**config.mk**
```make
export PLATFORM = sky130hd
export DESIGN_NAME = cell_pair_switch
export DESIGN_NICKNAME = d
export VERILOG_FILES = /design/src/rtl/cpr_pkg.sv /design/src/rtl/cpr_decide.sv /design/src/rtl/cpr_delay.sv /design/src/rtl/cpr_xconnect.sv /design/src/rtl/cell_pair_switch.sv
export SDC_FILE = /design/constraint.sdc
export NUM_CORES = 1
export LEC_CHECK = 0
export BUFFER_PORTS_ARGS = -buffer_cell sky130_fd_sc_hd__buf_4
export CAP_MARGIN = 20
export CORE_MARGIN = 5
export CORE_UTILIZATION = 50
export CTS_BUF_LIST = sky130_fd_sc_hd__clkbuf_4 sky130_fd_sc_hd__clkbuf_8
export CTS_CLUSTER_DIAMETER = 150
export CTS_CLUSTER_SIZE = 24
export DETAILED_ROUTE_END_ITERATION = 12
export PLACE_DENSITY = 0.83
export SLEW_MARGIN = 20
export SYNTH_ARGS = -nofsm -noshare
export SYNTH_HDL_FRONTEND = slang
export SYNTH_SLANG_ARGS = --single-unit
```
**constraint.sdc**
```tcl
create_clock -name clk -period 1.1 [get_ports clk]
set_input_delay 0.22 -clock clk [delete_from_list [all_inputs] [get_ports clk]]
set_output_delay 0.22 -clock clk [all_outputs]
set_load 0.02 [all_outputs]
```
**src/rtl/cpr_pkg.sv**
```systemverilog
package cpr_pkg;

  // Cross-connect setting
  typedef enum logic {
    XC_BAR   = 1'b0,
    XC_CROSS = 1'b1
  } xc_state_e;

  // Per-cell control word: setting plus per-output misroute marks
  typedef struct packed {
    xc_state_e  state;
    logic [1:0] mis;
  } xc_ctl_t;

endpackage

```
**src/rtl/cpr_decide.sv**
```systemverilog
module cpr_decide
  import cpr_pkg::*;
(
  input  logic    act0,
  input  logic    dst0,
  input  logic    act1,
  input  logic    dst1,
  output xc_ctl_t ctl
);

  always_comb begin
    ctl.state = XC_BAR;
    ctl.mis   = 2'b00;
    unique case ({act0, act1})
      2'b10: ctl.state = dst0 ? XC_CROSS : XC_BAR;
      2'b01: ctl.state = dst1 ? XC_BAR : XC_CROSS;
      2'b11: begin
        // lane 0 always gets its requested output
        ctl.state = dst0 ? XC_CROSS : XC_BAR;
        if (dst0 == dst1) begin
          // lane 1 lands on the output lane 0 did not take
          ctl.mis = dst0 ? 2'b01 : 2'b10;
        end
      end
      default: ;
    endcase
  end

endmodule

```
**src/rtl/cpr_delay.sv**
```systemverilog
module cpr_delay #(
  parameter int W     = 8,
  parameter int DEPTH = 2
) (
  input  logic         clk,
  input  logic         rst_n,
  input  logic         en,
  input  logic [W-1:0] d,
  output logic [W-1:0] q
);

  localparam int LAST = DEPTH - 1;

  logic [W-1:0] pipe [DEPTH];

  for (genvar s = 0; s < DEPTH; s++) begin : g_stage
    if (s == 0) begin : g_head
      always_ff @(posedge clk or negedge rst_n) begin
        if (!rst_n)  pipe[s] <= '0;
        else if (en) pipe[s] <= d;
      end
    end else begin : g_tail
      always_ff @(posedge clk or negedge rst_n) begin
        if (!rst_n)  pipe[s] <= '0;
        else if (en) pipe[s] <= pipe[s-1];
      end
    end
  end

  assign q = pipe[LAST];

endmodule

```
**src/rtl/cpr_xconnect.sv**
```systemverilog
module cpr_xconnect
  import cpr_pkg::*;
#(
  parameter int DATA_W = 8
) (
  input  xc_state_e         state,
  input  logic [DATA_W-1:0] a0,
  input  logic [DATA_W-1:0] a1,
  output logic [DATA_W-1:0] y0,
  output logic [DATA_W-1:0] y1
);

  always_comb begin
    if (state == XC_CROSS) begin
      y0 = a1;
      y1 = a0;
    end else begin
      y0 = a0;
      y1 = a1;
    end
  end

endmodule

```
**src/rtl/cell_pair_switch.sv**
```systemverilog
module cell_pair_switch
  import cpr_pkg::*;
#(
  parameter int DATA_W  = 8,
  parameter int ACT_BIT = 7,
  parameter int DST_BIT = 0
) (
  input  logic              clk,
  input  logic              rst_n,
  input  logic              in_valid,
  output logic              in_ready,
  input  logic              in_sop,
  input  logic [DATA_W-1:0] in_lane0,
  input  logic [DATA_W-1:0] in_lane1,
  output logic              out_valid,
  input  logic              out_ready,
  output logic              out_sop,
  output logic [DATA_W-1:0] out_lane0,
  output logic [DATA_W-1:0] out_lane1,
  output logic [1:0]        out_misroute
);

  localparam int LANES       = 2;
  localparam int ALIGN_DEPTH = 2;
  localparam int CTL_W       = $bits(xc_ctl_t);

  logic              adv;
  logic              take_sop;
  logic [DATA_W-1:0] lane_in  [LANES];
  logic [DATA_W-1:0] lane_dly [LANES];
  logic [1:0]        flags_dly;
  xc_ctl_t           dec;
  xc_ctl_t           ctl_hold;
  logic [CTL_W-1:0]  ctl_out_bits;
  xc_ctl_t           ctl_out;

  assign adv      = out_ready;
  assign in_ready = out_ready;
  assign take_sop = in_valid & in_sop;

  assign lane_in[0] = in_lane0;
  assign lane_in[1] = in_lane1;

  // Header decision
  cpr_decide u_decide (
    .act0 (in_lane0[ACT_BIT]),
    .dst0 (in_lane0[DST_BIT]),
    .act1 (in_lane1[ACT_BIT]),
    .dst1 (in_lane1[DST_BIT]),
    .ctl  (dec)
  );

  // Setting latch: loads on an accepted header beat, holds otherwise
  always_ff @(posedge clk or negedge rst_n) begin
    if (!rst_n) begin
      ctl_hold <= '{state: XC_BAR, mis: 2'b00};
    end else if (adv && take_sop) begin
      ctl_hold <= dec;
    end
  end

  // Carry the setting the rest of the way alongside its data
  cpr_delay #(.W(CTL_W), .DEPTH(ALIGN_DEPTH - 1)) u_ctl_dly (
    .clk   (clk),
    .rst_n (rst_n),
    .en    (adv),
    .d     (ctl_hold),
    .q     (ctl_out_bits)
  );
  assign ctl_out = xc_ctl_t'(ctl_out_bits);

  // Per-lane alignment delay
  for (genvar l = 0; l < LANES; l++) begin : g_lane
    cpr_delay #(.W(DATA_W), .DEPTH(ALIGN_DEPTH)) u_dly (
      .clk   (clk),
      .rst_n (rst_n),
      .en    (adv),
      .d     (lane_in[l]),
      .q     (lane_dly[l])
    );
  end

  // Strobe delay, matched to the data
  cpr_delay #(.W(2), .DEPTH(ALIGN_DEPTH)) u_flag_dly (
    .clk   (clk),
    .rst_n (rst_n),
    .en    (adv),
    .d     ({in_valid, take_sop}),
    .q     (flags_dly)
  );

  cpr_xconnect #(.DATA_W(DATA_W)) u_xc (
    .state (ctl_out.state),
    .a0    (lane_dly[0]),
    .a1    (lane_dly[1]),
    .y0    (out_lane0),
    .y1    (out_lane1)
  );

  assign out_valid    = flags_dly[1];
  assign out_sop      = flags_dly[0];
  assign out_misroute = ctl_out.mis & {2{flags_dly[1]}};

endmodule

```
### Word level (Yosys, flattened, before mapping)

Cells that the tools add are included.

| cells by class | value |
|---|---|
| eq/ne operators | 4 |
| mux-type cells | 8 |
| bitwise logic cells | 2 |
| reduce and logical (&&, ||, !) cells | 2 |

Operators by type and width:

| operator | number |
|---|---|
| 2-to-1 mux 8 bit | 2 |
| 2-to-1 mux 2 bit | 3 |
| equality test 2 bit (second input constant) | 2 |
| AND 2 bit | 1 |
| equality test 2 x 1 -> 1 bit (second input constant) | 1 |
| 2-to-1 mux 1 bit | 2 |
| case mux 1 bit (2 select lines) | 1 |
| OR reduction 2 bit | 1 |
| AND 1 bit | 1 |
| equality test 1 bit | 1 |
| logical AND 1 bit | 1 |

| storage, ports and cells | value |
|---|---|
| register bits | 42 |
| output and inout port bits | 21 |
| word-level logic and storage cells | 25 |

### Depth between registers and ports, before layout

| logic depth | value |
|---|---|
| depth in word-level cells | 3 |
| mapped depth | 3 |

### Modules after synthesis

Synthesis repeated with hierarchy kept, for this count alone.

| second synthesis, totals | value |
|---|---|
| cell total of the unflattened synthesis | 136 |
| area, all modules | 2123.3 um^2 |

By module, submodules not included:

| module | times used | cells an instance | area each (um^2) | sequential area each (um^2) |
|---|---|---|---|---|
| cpr_delay at g_lane[0].u_dly ... | 2 | 42 | 709.4 | 400.4 |
| cpr_xconnect | 1 | 18 | 249.0 | 0.0 |
| cpr_delay at u_flag_dly | 1 | 10 | 160.2 | 100.1 |
| cell_pair_switch | 1 | 11 | 146.4 | 75.1 |
| cpr_delay at u_ctl_dly | 1 | 6 | 108.9 | 75.1 |
| cpr_decide | 1 | 7 | 40.0 | 0.0 |

### Least setup slack after synthesis

OpenSTA, ideal clock, no wires.

| path | value |
|---|---|
| kind | reg-to-output |
| from | register u_ctl_dly.pipe (netlist bit u_ctl_dly.q[2]) |
| to | output port out_lane0[1] |
| arrival | 0.958 ns |
| path slack | -0.078 ns |
| stages on the path, launching flop included | 4 |
| cells stage by stage | dfrtp_1 buf_6 buf_6 mux2_2 |

| on the way | value |
|---|---|
| longest elaborated chain between the ends | 1 |

RTL lines:

| element | line | RTL |
|---|---|---|
| start: declaration | cpr_delay.sv:14 | `logic [W-1:0] pipe [DEPTH];` |
| start signal: indexed assignment | cpr_delay.sv:19 | `if (!rst_n) pipe[s] <= '0;` |
| start signal: indexed assignment | cpr_delay.sv:20 | `else if (en) pipe[s] <= d;` |
| 2-to-1 mux 8 bit | cpr_xconnect.sv:14 | `if (state == XC_CROSS) begin` |
| end: declaration | cell_pair_switch.sv:18 | `output logic [DATA_W-1:0] out_lane0,` |

No other way between the ends.

### Final worst setup path

| path | value |
|---|---|
| from | register u_ctl_dly.pipe (netlist bit u_ctl_dly.q[2]) |
| to | output port out_lane1[7] |

| on the way | value |
|---|---|
| longest elaborated chain between the ends | 1 |

RTL lines:

| element | line | RTL |
|---|---|---|
| 2-to-1 mux 8 bit | cpr_xconnect.sv:14 |  |
| end: declaration | cell_pair_switch.sv:19 | `output logic [DATA_W-1:0] out_lane1,` |

No other way between the ends.

==> results.md <==
- YS warnings: 0
- Unrepaired setup endpoints after global routing: yes
- Switching fraction of total power: 0.271
- Status: finished with violations
- Failing checks: setup timing
- Layout Nets: around 190
- Mapped cell area: 0.00182 sq mm
- Final Hold Violating Endpoints: 0
- Area growth from synthesis to layout: 33.3%
- Leakage Power: 0.00114 uW
- Clock Skews: approximately 0.0011 ns
- Initial Utilization: 0.505
- # Post-CTS Setup Buffers: 0
- Combinational Power Share: 0.329
- PortBufs: 41
- Top Ports: 42
- Register area share after synthesis: 0.577
- Worst path cell trace: buf_4 > mux2_4 > buf_4
- Worst path required time: 0.88 ns
- Pin count of the biggest net entering global routing: 43
- DIE AREA: roughly 0.0049 sq mm
- Hold Path Class: input port to register
- Final Util: 0.673
- CP endpoint kind: primary output
- First-pass GRT wire length: 5430 microns
- Setup TNS: -6.87 ns
- Final instance area: 0.00243 sq mm
- Hold_ws: 0.170 ns
- Drt wl/cell: ~15 microns
- RD Place Congestion: around 0.77
- Worst Setup Path Type: register to primary output
- Clock slew at reported path FFs: 0.07 ns
- Slowest cell on the critical path: dfrtp_1
- Slowest stage delay, CP: 0.41 ns
- Clk sinks: 42
- Clock Path Buffers: 2
- Most common cell after layout, fill and taps aside: dfrtp_1
- WL final: 3220 microns
- FP Rows: 22
- CTS Buf Count: 5
- Slew Limit Fails: 0
- Worst skew pair latency: roughly 0.28 ns
- Period utilization: 1.39
- Clk pwr share: 0.222
- Via Count: 1078
- Hold depth: 2
- Total chip power: 4160 uW
- PwrDens: 1710 mW/mm^2
- # diodes: 0
- Slew @ Worst Pin: approximately 0.51 ns
- P_int: 3030 uW
- Peak VDD IR: 0.787 mV
- Flop pwr share: 0.449
- Worst Path Arrival: between 1 and 1.5 ns
- Area post-placement: about 0.0022 sq mm
- Routed Antenna Nets: 0
- Max Cap Violations: 0
- Number of global-route vias before repair: 1183
- #FFs+latches synth: 42
- Mean area per synthesized cell: 15.6 sq um
- DP Wirelength: roughly 2400 microns
- DRC: 0
- # fillers: 259
- Core Box Area: roughly 0.0036 sq mm
- H-tree depth: 2
- Die Height: between 70 and 80 microns
- Max Freq: 655 MHz
- 1st-pass router iterations: 4
- Iter 0 DRT Violations: 16
- CTS tree: built
- Initial antenna violation count: 0
- Overall Global Routing Usage: 0.141
- Commonest non-fill, non-tap cells in the layout: dfrtp_1, mux2_2, buf_4
- Syn Inst Count: 117
- Startpoint class of the critical path: register
- Sw Pwr: 1130 uW
- Synthesized Nets: 138
- Die width: 70.3 microns
- R2R cell count: 2
- Share of cells above drive strength 1: 0.671
- Total grt overflow: 0
- Critical Path Fanout Max: 3
- Setup violators final: 18
- Min cycle time layout: approximately 1.5 ns
- Distinct cells, synth: 15
- Clock root cell: clkbuf_8
- Worst setup margin: -0.427 ns
- Slew HR: 0.662
- Cell mode on critical path: buf_4
- Vias per cell: 5.08
final timing paths:
path | start | end | slack (ns)
worst max-delay path | u_ctl_dly.q[2] | out_lane1[7] | -0.43
worst min-delay path | in_lane0[4] | g_lane[0].u_dly.pipe[12] | 0.17
worst max register to register | u_ctl_dly.q[2] | u_ctl_dly.q[2] | 0.16
worst min register to register | u_flag_dly.pipe[2] | u_flag_dly.pipe[2] | 0.48
max in group asynchronous | rst_n | u_ctl_dly.q[2] | 0.30
min in group asynchronous | rst_n | g_lane[0].u_dly.q[2] | 0.45
layer usage:
layer	track usage	up-vias	share of wire
li1	-	506	-
met1	0.145	537	0.41
met2	0.256	29	0.51
met3	0.0504	6	0.057
met4	0.0574	0	0.020
met5	0	-	0
repair_timing:
action                                  in CTS  in global routing
gates resized for setup                     15                 11
endpoints found under the setup margin      18                 19
hold buffers                                 1                  0
hold endpoints to repair                    42                  0
cell type report:
cell class              instances  area [sq um]  share of cell area
inverters                       2          7.51             0.00309
flip-flops and latches         42          1050               0.433
repair buffers                 47           457               0.188
well taps                      48          60.1              0.0248
clock buffers                   7          83.8              0.0346
multi-input cells              66           767               0.316
state kept, by name (all words and copies together) (netlist names):
| signal | flops |
|---|---|
| g_lane.u_dly.pipe | 16 |
| u_flag_dly.pipe | 2 |
| ctl_hold | 3 |
| u_flag_dly.q | 2 |
| g_lane.u_dly.q | 16 |
| u_ctl_dly.q | 3 |
power groups by stage:
stage	Clock, uW	Sequential (uW)	Combinational (uW)
floorplan	0	1850	787
global placement	0	1870	1180
detailed placement	0	1890	1210
CTS	969	1860	1300
global route	1020	1890	1440
finish	923	1860	1370
synth_stat cells:
master     n  area, sq um
mux2_2    54          608
or3b_1     1         8.76
mux2i_1    1         10.0
and3_4     1         11.3
a31oi_1    2         12.5
mux2_1     1         11.3
buf_4      5         37.5
nand2_1    1         3.75
dfrtp_1   42         1050
inv_1      2         7.51
nand4_1    1         6.26
buf_6      2         22.5
a21o_1     1         7.51
nor4bb_1   1         10.0
and2_1     2         12.5
kinds of logic after synthesis:
group | Yosys count | synth area share
compound gates | 3 | 0.0110
simple gates | 7 | 0.0289
mux | 56 | 0.346
flops | 42 | 0.577
buf+inv | 9 | 0.0371
critical path, delay by kind of cell, from the launching register on:
kind	cells	cell delay, ns
buf+inv	2	0.32
mux	1	0.30
flops	1	0.41
metrics by stage:
| stage | instances | setup WS, ns |
|---|---|---|
| after global placement | 204 | -0.141 |
| final | 212 | -0.427 |
| after detailed placement | 204 | -0.163 |
| after global routing | 212 | -0.465 |
| after CTS | 212 | -0.479 |
| after floorplan | 117 | -0.0741 |
Power figures use the tool's default switching activity.
